$ cat src/rtl/msiw_pkg.sv
// Shared constants and types for the interrupt message ring writer.
// Assumes a 3-bit word-offset register address.
package msiw_pkg;

    // Register word offsets
    localparam logic [2:0] A_CTRL    = 3'd0;
    localparam logic [2:0] A_BASE_HI = 3'd3;
    localparam logic [2:0] A_BASE_LO = 3'd4;
    localparam logic [2:0] A_RD_OFF  = 3'd5;
    localparam logic [2:0] A_WR_OFF  = 3'd6;

    // Control word bit positions
    localparam int CB_EN      = 0;
    localparam int CB_FDET    = 1;
    localparam int CB_IRQEN   = 3;
    localparam int CB_STOP    = 4;
    localparam int CB_SIZE_LO = 8;
    localparam int CB_OVF     = 15;

    typedef struct packed {
        logic en;
        logic fdet;
        logic irqen;
        logic stop;
    } msiw_flags_t;

endpackage

$ cat src/rtl/msiw_regs.sv
// Register file: control flags, size code, sticky overflow, base address,
// and the readback mux. The offsets themselves live in the ring engine.
// Assumes REG_W >= OFF_W and REG_W > CB_OVF.
module msiw_regs
    import msiw_pkg::*;
#(
    parameter int REG_W  = 32,
    parameter int SIZE_W = 2,
    parameter int OFF_W  = 18
) (
    input  logic                 clk,
    input  logic                 rst_n,
    input  logic                 reg_we,
    input  logic [2:0]           reg_addr,
    input  logic [REG_W-1:0]     reg_wdata,
    input  logic                 ovf_set,
    input  logic [OFF_W-1:0]     rd_off,
    input  logic [OFF_W-1:0]     wr_off,
    output msiw_flags_t          flags,
    output logic [SIZE_W-1:0]    size_code,
    output logic [2*REG_W-1:0]   base_addr,
    output logic                 sw_rd_we,
    output logic [OFF_W-1:0]     sw_rd_val,
    output logic                 ovf,
    output logic [REG_W-1:0]     reg_rdata
);

    logic [REG_W-1:0] base_hi, base_lo;
    logic             ctrl_we;

    assign ctrl_we   = reg_we && (reg_addr == A_CTRL);
    assign sw_rd_we  = reg_we && (reg_addr == A_RD_OFF);
    assign sw_rd_val = reg_wdata[OFF_W-1:0];
    assign base_addr = {base_hi, base_lo};

    // Control fields and base address registers
    always_ff @(posedge clk) begin
        if (!rst_n) begin
            flags     <= '0;
            size_code <= '0;
            base_hi   <= '0;
            base_lo   <= '0;
        end else if (reg_we) begin
            case (reg_addr)
                A_CTRL: begin
                    flags.en    <= reg_wdata[CB_EN];
                    flags.fdet  <= reg_wdata[CB_FDET];
                    flags.irqen <= reg_wdata[CB_IRQEN];
                    flags.stop  <= reg_wdata[CB_STOP];
                    size_code   <= reg_wdata[CB_SIZE_LO +: SIZE_W];
                end
                A_BASE_HI: base_hi <= reg_wdata;
                A_BASE_LO: base_lo <= reg_wdata;
                default: ;
            endcase
        end
    end

    // Sticky overflow: a hardware set wins over a write-one clear
    always_ff @(posedge clk) begin
        if (!rst_n)
            ovf <= 1'b0;
        else if (ovf_set)
            ovf <= 1'b1;
        else if (ctrl_we && reg_wdata[CB_OVF])
            ovf <= 1'b0;
    end

    // Readback mux
    always_comb begin
        reg_rdata = '0;
        case (reg_addr)
            A_CTRL: begin
                reg_rdata[CB_EN]                 = flags.en;
                reg_rdata[CB_FDET]               = flags.fdet;
                reg_rdata[CB_IRQEN]              = flags.irqen;
                reg_rdata[CB_STOP]               = flags.stop;
                reg_rdata[CB_SIZE_LO +: SIZE_W]  = size_code;
                reg_rdata[CB_OVF]                = ovf;
            end
            A_BASE_HI: reg_rdata = base_hi;
            A_BASE_LO: reg_rdata = base_lo;
            A_RD_OFF:  reg_rdata = REG_W'(rd_off);
            A_WR_OFF:  reg_rdata = REG_W'(wr_off);
            default:   reg_rdata = '0;
        endcase
    end

endmodule

$ cat src/rtl/msiw_ring.sv
// Ring engine: one-deep holding stage, one outstanding record write, the
// read/write offsets, the size mask and the full-buffer policy.
// Assumes the write offset is only meaningful while the size code is
// unchanged; offsets are re-masked on every update.
module msiw_ring
    import msiw_pkg::*;
#(
    parameter int MIN_SHIFT = 15,
    parameter int SIZE_W    = 2,
    parameter int OFF_W     = 18,
    parameter int ADDR_W    = 64,
    parameter int DATA_W    = 128,
    parameter int ID_W      = 16
) (
    input  logic                clk,
    input  logic                rst_n,
    input  msiw_flags_t         flags,
    input  logic [SIZE_W-1:0]   size_code,
    input  logic [ADDR_W-1:0]   base_addr,
    input  logic                sw_rd_we,
    input  logic [OFF_W-1:0]    sw_rd_val,
    input  logic                msg_valid,
    input  logic [ID_W-1:0]     msg_id,
    output logic                msg_ready,
    output logic                mem_req,
    input  logic                mem_ready,
    output logic [ADDR_W-1:0]   mem_addr,
    output logic [DATA_W-1:0]   mem_data,
    output logic [OFF_W-1:0]    rd_off,
    output logic [OFF_W-1:0]    wr_off,
    output logic                ovf_set
);

    localparam int               ENT_B = DATA_W / 8;
    localparam logic [OFF_W-1:0] ALIGN = ~OFF_W'(ENT_B - 1);
    localparam logic [OFF_W-1:0] STEP  = OFF_W'(ENT_B);

    logic [OFF_W-1:0] span_mask, size_mask, wr_next, rd_next;
    logic             hold_v;
    logic [ID_W-1:0]  hold_id, out_id;
    logic             full, accept, move, drop, done;

    // Size mask: 2^(MIN_SHIFT+code) bytes, entry aligned
    always_comb begin
        span_mask = (OFF_W'(1) << (MIN_SHIFT + int'(size_code))) - OFF_W'(1);
        size_mask = span_mask & ALIGN;
    end

    assign wr_next   = (wr_off + STEP) & size_mask;
    assign rd_next   = (rd_off + STEP) & size_mask;
    assign full      = flags.fdet && (wr_next == rd_off);
    assign msg_ready = !hold_v;
    assign accept    = msg_valid && msg_ready && flags.en;
    assign move      = hold_v && !mem_req;
    assign drop      = move && full && flags.stop;
    assign done      = mem_req && mem_ready;
    assign ovf_set   = drop;
    assign mem_data  = {{(DATA_W-ID_W){1'b0}}, out_id};

    // Holding stage: filled on accept, emptied when it moves on
    always_ff @(posedge clk) begin
        if (!rst_n) begin
            hold_v  <= 1'b0;
            hold_id <= '0;
        end else if (accept) begin
            hold_v  <= 1'b1;
            hold_id <= msg_id;
        end else if (move) begin
            hold_v  <= 1'b0;
        end
    end

    // Write stage: request held until the memory takes it
    always_ff @(posedge clk) begin
        if (!rst_n) begin
            mem_req  <= 1'b0;
            mem_addr <= '0;
            out_id   <= '0;
        end else if (move && !drop) begin
            mem_req  <= 1'b1;
            mem_addr <= base_addr + ADDR_W'(wr_off);
            out_id   <= hold_id;
        end else if (done) begin
            mem_req  <= 1'b0;
        end
    end

    // Write offset advances on each completed record
    always_ff @(posedge clk) begin
        if (!rst_n)
            wr_off <= '0;
        else if (done)
            wr_off <= wr_next;
    end

    // Read offset: software write, or pushed by an overwrite
    always_ff @(posedge clk) begin
        if (!rst_n)
            rd_off <= '0;
        else if (sw_rd_we)
            rd_off <= sw_rd_val & size_mask;
        else if (done && full && !flags.stop)
            rd_off <= rd_next;
    end

endmodule

$ cat src/rtl/msi_ring_writer.sv
// Top: captures interrupt messages into a memory ring and raises a level
// interrupt while unread records exist. Assumes one memory write in flight.
module msi_ring_writer
    import msiw_pkg::*;
#(
    parameter int MIN_SHIFT = 15,
    parameter int SIZE_W    = 2,
    parameter int REG_W     = 32,
    parameter int DATA_W    = 128,
    parameter int ID_W      = 16
) (
    input  logic                 clk,
    input  logic                 rst_n,
    input  logic                 reg_we,
    input  logic [2:0]           reg_addr,
    input  logic [REG_W-1:0]     reg_wdata,
    output logic [REG_W-1:0]     reg_rdata,
    input  logic                 msg_valid,
    output logic                 msg_ready,
    input  logic [ID_W-1:0]      msg_data,
    output logic                 mem_req,
    input  logic                 mem_ready,
    output logic [2*REG_W-1:0]   mem_addr,
    output logic [DATA_W-1:0]    mem_data,
    output logic                 irq
);

    localparam int ADDR_W = 2 * REG_W;
    localparam int OFF_W  = MIN_SHIFT + (1 << SIZE_W) - 1;

    msiw_flags_t         flags;
    logic [SIZE_W-1:0]   size_code;
    logic [ADDR_W-1:0]   base_addr;
    logic                sw_rd_we, ovf, ovf_set;
    logic [OFF_W-1:0]    sw_rd_val, rd_off, wr_off;

    msiw_regs #(.REG_W(REG_W), .SIZE_W(SIZE_W), .OFF_W(OFF_W)) i_regs (
        .clk(clk), .rst_n(rst_n), .reg_we(reg_we), .reg_addr(reg_addr),
        .reg_wdata(reg_wdata), .ovf_set(ovf_set), .rd_off(rd_off),
        .wr_off(wr_off), .flags(flags), .size_code(size_code),
        .base_addr(base_addr), .sw_rd_we(sw_rd_we), .sw_rd_val(sw_rd_val),
        .ovf(ovf), .reg_rdata(reg_rdata)
    );

    msiw_ring #(.MIN_SHIFT(MIN_SHIFT), .SIZE_W(SIZE_W), .OFF_W(OFF_W),
                .ADDR_W(ADDR_W), .DATA_W(DATA_W), .ID_W(ID_W)) i_ring (
        .clk(clk), .rst_n(rst_n), .flags(flags), .size_code(size_code),
        .base_addr(base_addr), .sw_rd_we(sw_rd_we), .sw_rd_val(sw_rd_val),
        .msg_valid(msg_valid), .msg_id(msg_data), .msg_ready(msg_ready),
        .mem_req(mem_req), .mem_ready(mem_ready), .mem_addr(mem_addr),
        .mem_data(mem_data), .rd_off(rd_off), .wr_off(wr_off),
        .ovf_set(ovf_set)
    );

    // Level interrupt while unread records exist
    assign irq = flags.irqen && (rd_off != wr_off);

endmodule

$ cat config.mk
export PLATFORM = sky130hd
export DESIGN_NAME = msi_ring_writer
export DESIGN_NICKNAME = d
export VERILOG_FILES = /design/src/rtl/msiw_pkg.sv /design/src/rtl/msiw_regs.sv /design/src/rtl/msiw_ring.sv /design/src/rtl/msi_ring_writer.sv
export SDC_FILE = /design/constraint.sdc
export NUM_CORES = 1
export LEC_CHECK = 0
export CAP_MARGIN = 20
export CORE_ASPECT_RATIO = 0.75
export CORE_MARGIN = 2
export CORE_UTILIZATION = 54
export DETAILED_ROUTE_END_ITERATION = 6
export GPL_TIMING_DRIVEN = 0
export PLACE_DENSITY = 0.93
export SYNTH_ARGS = -nofsm -noshare
export SYNTH_HDL_FRONTEND = slang
export SYNTH_SLANG_ARGS = --single-unit
$ cat constraint.sdc
create_clock -name clk -period 8.47 [get_ports clk]
set_clock_uncertainty 0.2 [all_clocks]
set_input_delay 0.847 -clock clk [delete_from_list [all_inputs] [get_ports clk]]
set_output_delay 0.847 -clock clk [all_outputs]
set_load 0.03 [all_outputs]
==> run metrics <==
CP cell instances clkdlybuf4s50_1 -> clkbuf_1 -> and2_0 -> nor2b_1 -> clkbuf_1 -> clkbuf_1 -> a21oi_1 -> o21ai_0 -> clkdlybuf4s50_1; flop2flop setup slack 4440 ps; drt first pass iters 7; RSZ-0062 raised after global routing no; pins over their slew limit 0; outcome finished, violations left; Crit Path Max Fanout 10; YS warnings 0; Vias/cell 5.91; layout cell share with drive strength beyond 1 10.4%; initial antenna violation count 0; Detail Placement HPWL 29600 um; Final nets 1810; # hold bufs at CTS 0; CORE AREA 20200 um2; Achievable Freq 0.186 GHz; H-tree levels 4; crit-path most repeated cell clkbuf_1; hold path start i_ring.mem_addr[17]; Die ar. 21600 um2; Primary FF master, synth dfxtp_1; Fin Setup TNS 0 ps; WHS Path Cells 2; Inst Count DP 1976; CTS sink cnt 197; grt ovf 0; CP max stage delay 740 ps; Fin. Hold Viols 0; Max clock buf depth 2; Seq cells post-synth 197; PwrDens 144 nW/um2; Synth Instances 1437; final instance count without filler cells 2008; Worst-Margin Slew 1040 ps; antenna cells 0; setup violators final 0; # rows 45; Worst Hold Class reg2reg; reg2reg end i_ring.mem_addr[63]; Root Driver clkbuf_16; leakage 5.27 nW; num ports 283; TritonCTS Buffers 17; Critical-path top delay cell clkdlybuf4s50_1; Setup CP Type in2out; Post-Route WL 39200 um; die span in y 128 um; failing checks design-rule violations; vias in the first global route 10.7k; die width 169 um; distinct cell type count after synthesis 73; Max VDD drop 0.135 mV; critical path arrival 4340 ps; hold path endpoint i_ring.mem_addr[17]; 1st-iter DRT viols 1695; max_cap viols 0; Clock Latency Late Sink 450 ps; clock-pin slew on the worst setup and hold paths 70 ps; GRT Resource Usage Total 35.0%; PortBufs 169; DR WL/cell 19.5 um; Synth Area per Inst 7.68 um2; Post-CTS Setup Repair Bufs 0; reg-to-reg startpoint i_ring.wr_off[14]; delay-heaviest family, CP buffers and inverters; Area Growth Syn to Fin 27.2%; Data required, critical path 7420 ps; Seq/Total Area, Yosys 35.7%; CP bufs+invs 5; GP Congestion 1.03; EDFF count, synth 0; CTS tree done; Cell Area, Synth 11000 um2; # DRC 22; Tmin final 5380 ps; critical path startpoint category primary input; pin count of the biggest net entering global routing 19; Crit. End Element primary output; Initial Util 54.8%; R2R depth 9; part of the cycle the worst path needs 63.6%; first-pass GRT wire length 58700 um; Worst slew margin 30.8%; FFs w/ async S/R, synth 0%; post-CTS resize count 0; Via Count 11.9k; Final ANT Viol Nets 0
-- through the flow --
| stage | setup slack (ps) | hold WS (ps) | power [mW] | util [%] | instance area (um2) |
|---|---|---|---|---|---|
| floorplan | 4930 | 232 | 1.15 | - | 11500 |
| global placement | 3240 | 238 | 1.22 | 66.8 | 13500 |
| detailed placement | 3230 | 247 | 1.22 | 66.9 | 13500 |
| CTS | 3230 | 253 | 2.00 | 69.7 | 14000 |
| global route | 2940 | 266 | 2.07 | 69.7 | 14000 |
| finish | 3090 | 256 | 2.03 | 69.7 | 14000 |
-- worst reg2reg max path, stage by stage (launching register included) --
cell       delay (ps)
dfxtp_1           590
ha_1              390
and3_1            200
o21a_1            190
a2111oi_0         860
a211oi_2          440
nand2_1           420
nor4_1            100
xnor2_1           400
a21oi_1           140
-- state kept, by name, indices dropped and copies added, names as in the netlist, 2 cells and up --
name / cells
i_ring.mem_addr: 64
i_regs.base_hi: 32
i_regs.base_lo: 32
i_ring.out_id: 16
i_ring.rd_off: 14
i_regs.size_code: 2
i_regs.flags: 4
i_ring.wr_off: 14
i_ring.hold_id: 16
-- per-layer routing --
metal  GRT usage [%]  part of all wire (%)  up-vias
met3            11.9                    15      180
met2            52.7                    42      909
met5               0                     0        -
li1                -                     -     5317
met4            14.5                   4.3        0
met1            46.1                    39     5460
-- cell usage after synthesis, types with 9 or more instances --
library cell | instances | area [um2]
a211oi_1 | 24 | 180
a21oi_1 | 170 | 851
a22o_1 | 25 | 219
a22oi_1 | 9 | 67.6
and3_1 | 15 | 93.8
buf_2 | 16 | 80.1
buf_4 | 115 | 863
clkbuf_1 | 68 | 255
dfxtp_1 | 197 | 3940
ha_1 | 16 | 200
inv_1 | 26 | 97.6
mux2i_1 | 21 | 210
nand2_1 | 285 | 1070
nand3_1 | 27 | 135
nand4_1 | 20 | 125
nor2_1 | 89 | 334
nor2b_1 | 12 | 75.1
nor3_1 | 18 | 90.1
nor4_1 | 9 | 56.3
o21ai_0 | 70 | 350
xnor2_1 | 54 | 473
xor2_1 | 32 | 280
-- worst max-delay path by stage --
stage                           start           end  slack, ps  cells after the start
final                     reg_addr[1]  reg_rdata[9]       3090                      9
after global routing      reg_addr[1]  reg_rdata[9]       2940                      9
after CTS                 reg_addr[1]  reg_rdata[9]       3230                      9
after detailed placement  reg_addr[1]  reg_rdata[9]       3230                      9
after global placement    reg_addr[1]  reg_rdata[9]       3240                      9
after floorplan           reg_addr[1]  reg_rdata[9]       4930                      7
-- logic make-up (layout without fill, tap and decap cells) --
kind of cell | Yosys count | after routing | share of synthesized area (%)
multiplexers | 22 | 22 | 2.01
buffers and inverters | 235 | 437 | 12.2
AO/OA/AOI/OAI | 361 | 361 | 19.9
XOR/XNOR | 86 | 86 | 6.82
AND/OR/NAND/NOR | 518 | 518 | 21.3
adder cells (fa/ha/maj) | 17 | 17 | 1.99
other | 1 | 112 | 0.0340
flip-flops | 197 | 197 | 35.7
-- final cells by class --
type                            count  area (um2)
Inverter                           27         101
Sequential cell                   197        3940
Clock buffer                       18         429
Buffer                            208        1250
Tap cell                          258         323
Fill cell                        1587        6110
Multi-Input combinational cell   1116        6160
Clock inverter                     14         143
Timing Repair Buffer              170        1700
-- placed cells by master (no fill, tap or decap), types with 25 or more instances in the layout --
master,count
a21oi_1,170
a22o_1,25
buf_4,115
clkbuf_1,69
clkdlybuf4s50_1,169
conb_1,112
dfxtp_1,197
inv_1,26
nand2_1,285
nand3_1,27
nor2_1,89
o21ai_0,70
xnor2_1,54
xor2_1,32
-- power breakdown --
group	total, mW	switching, mW	internal, mW
Combinational	0.262	0.169	0.0933
Sequential	0.954	0.0171	0.937
Clock	0.810	0.396	0.414
Total	2.03	0.582	1.44
No activity file was read; power rests on OpenSTA's default activity.
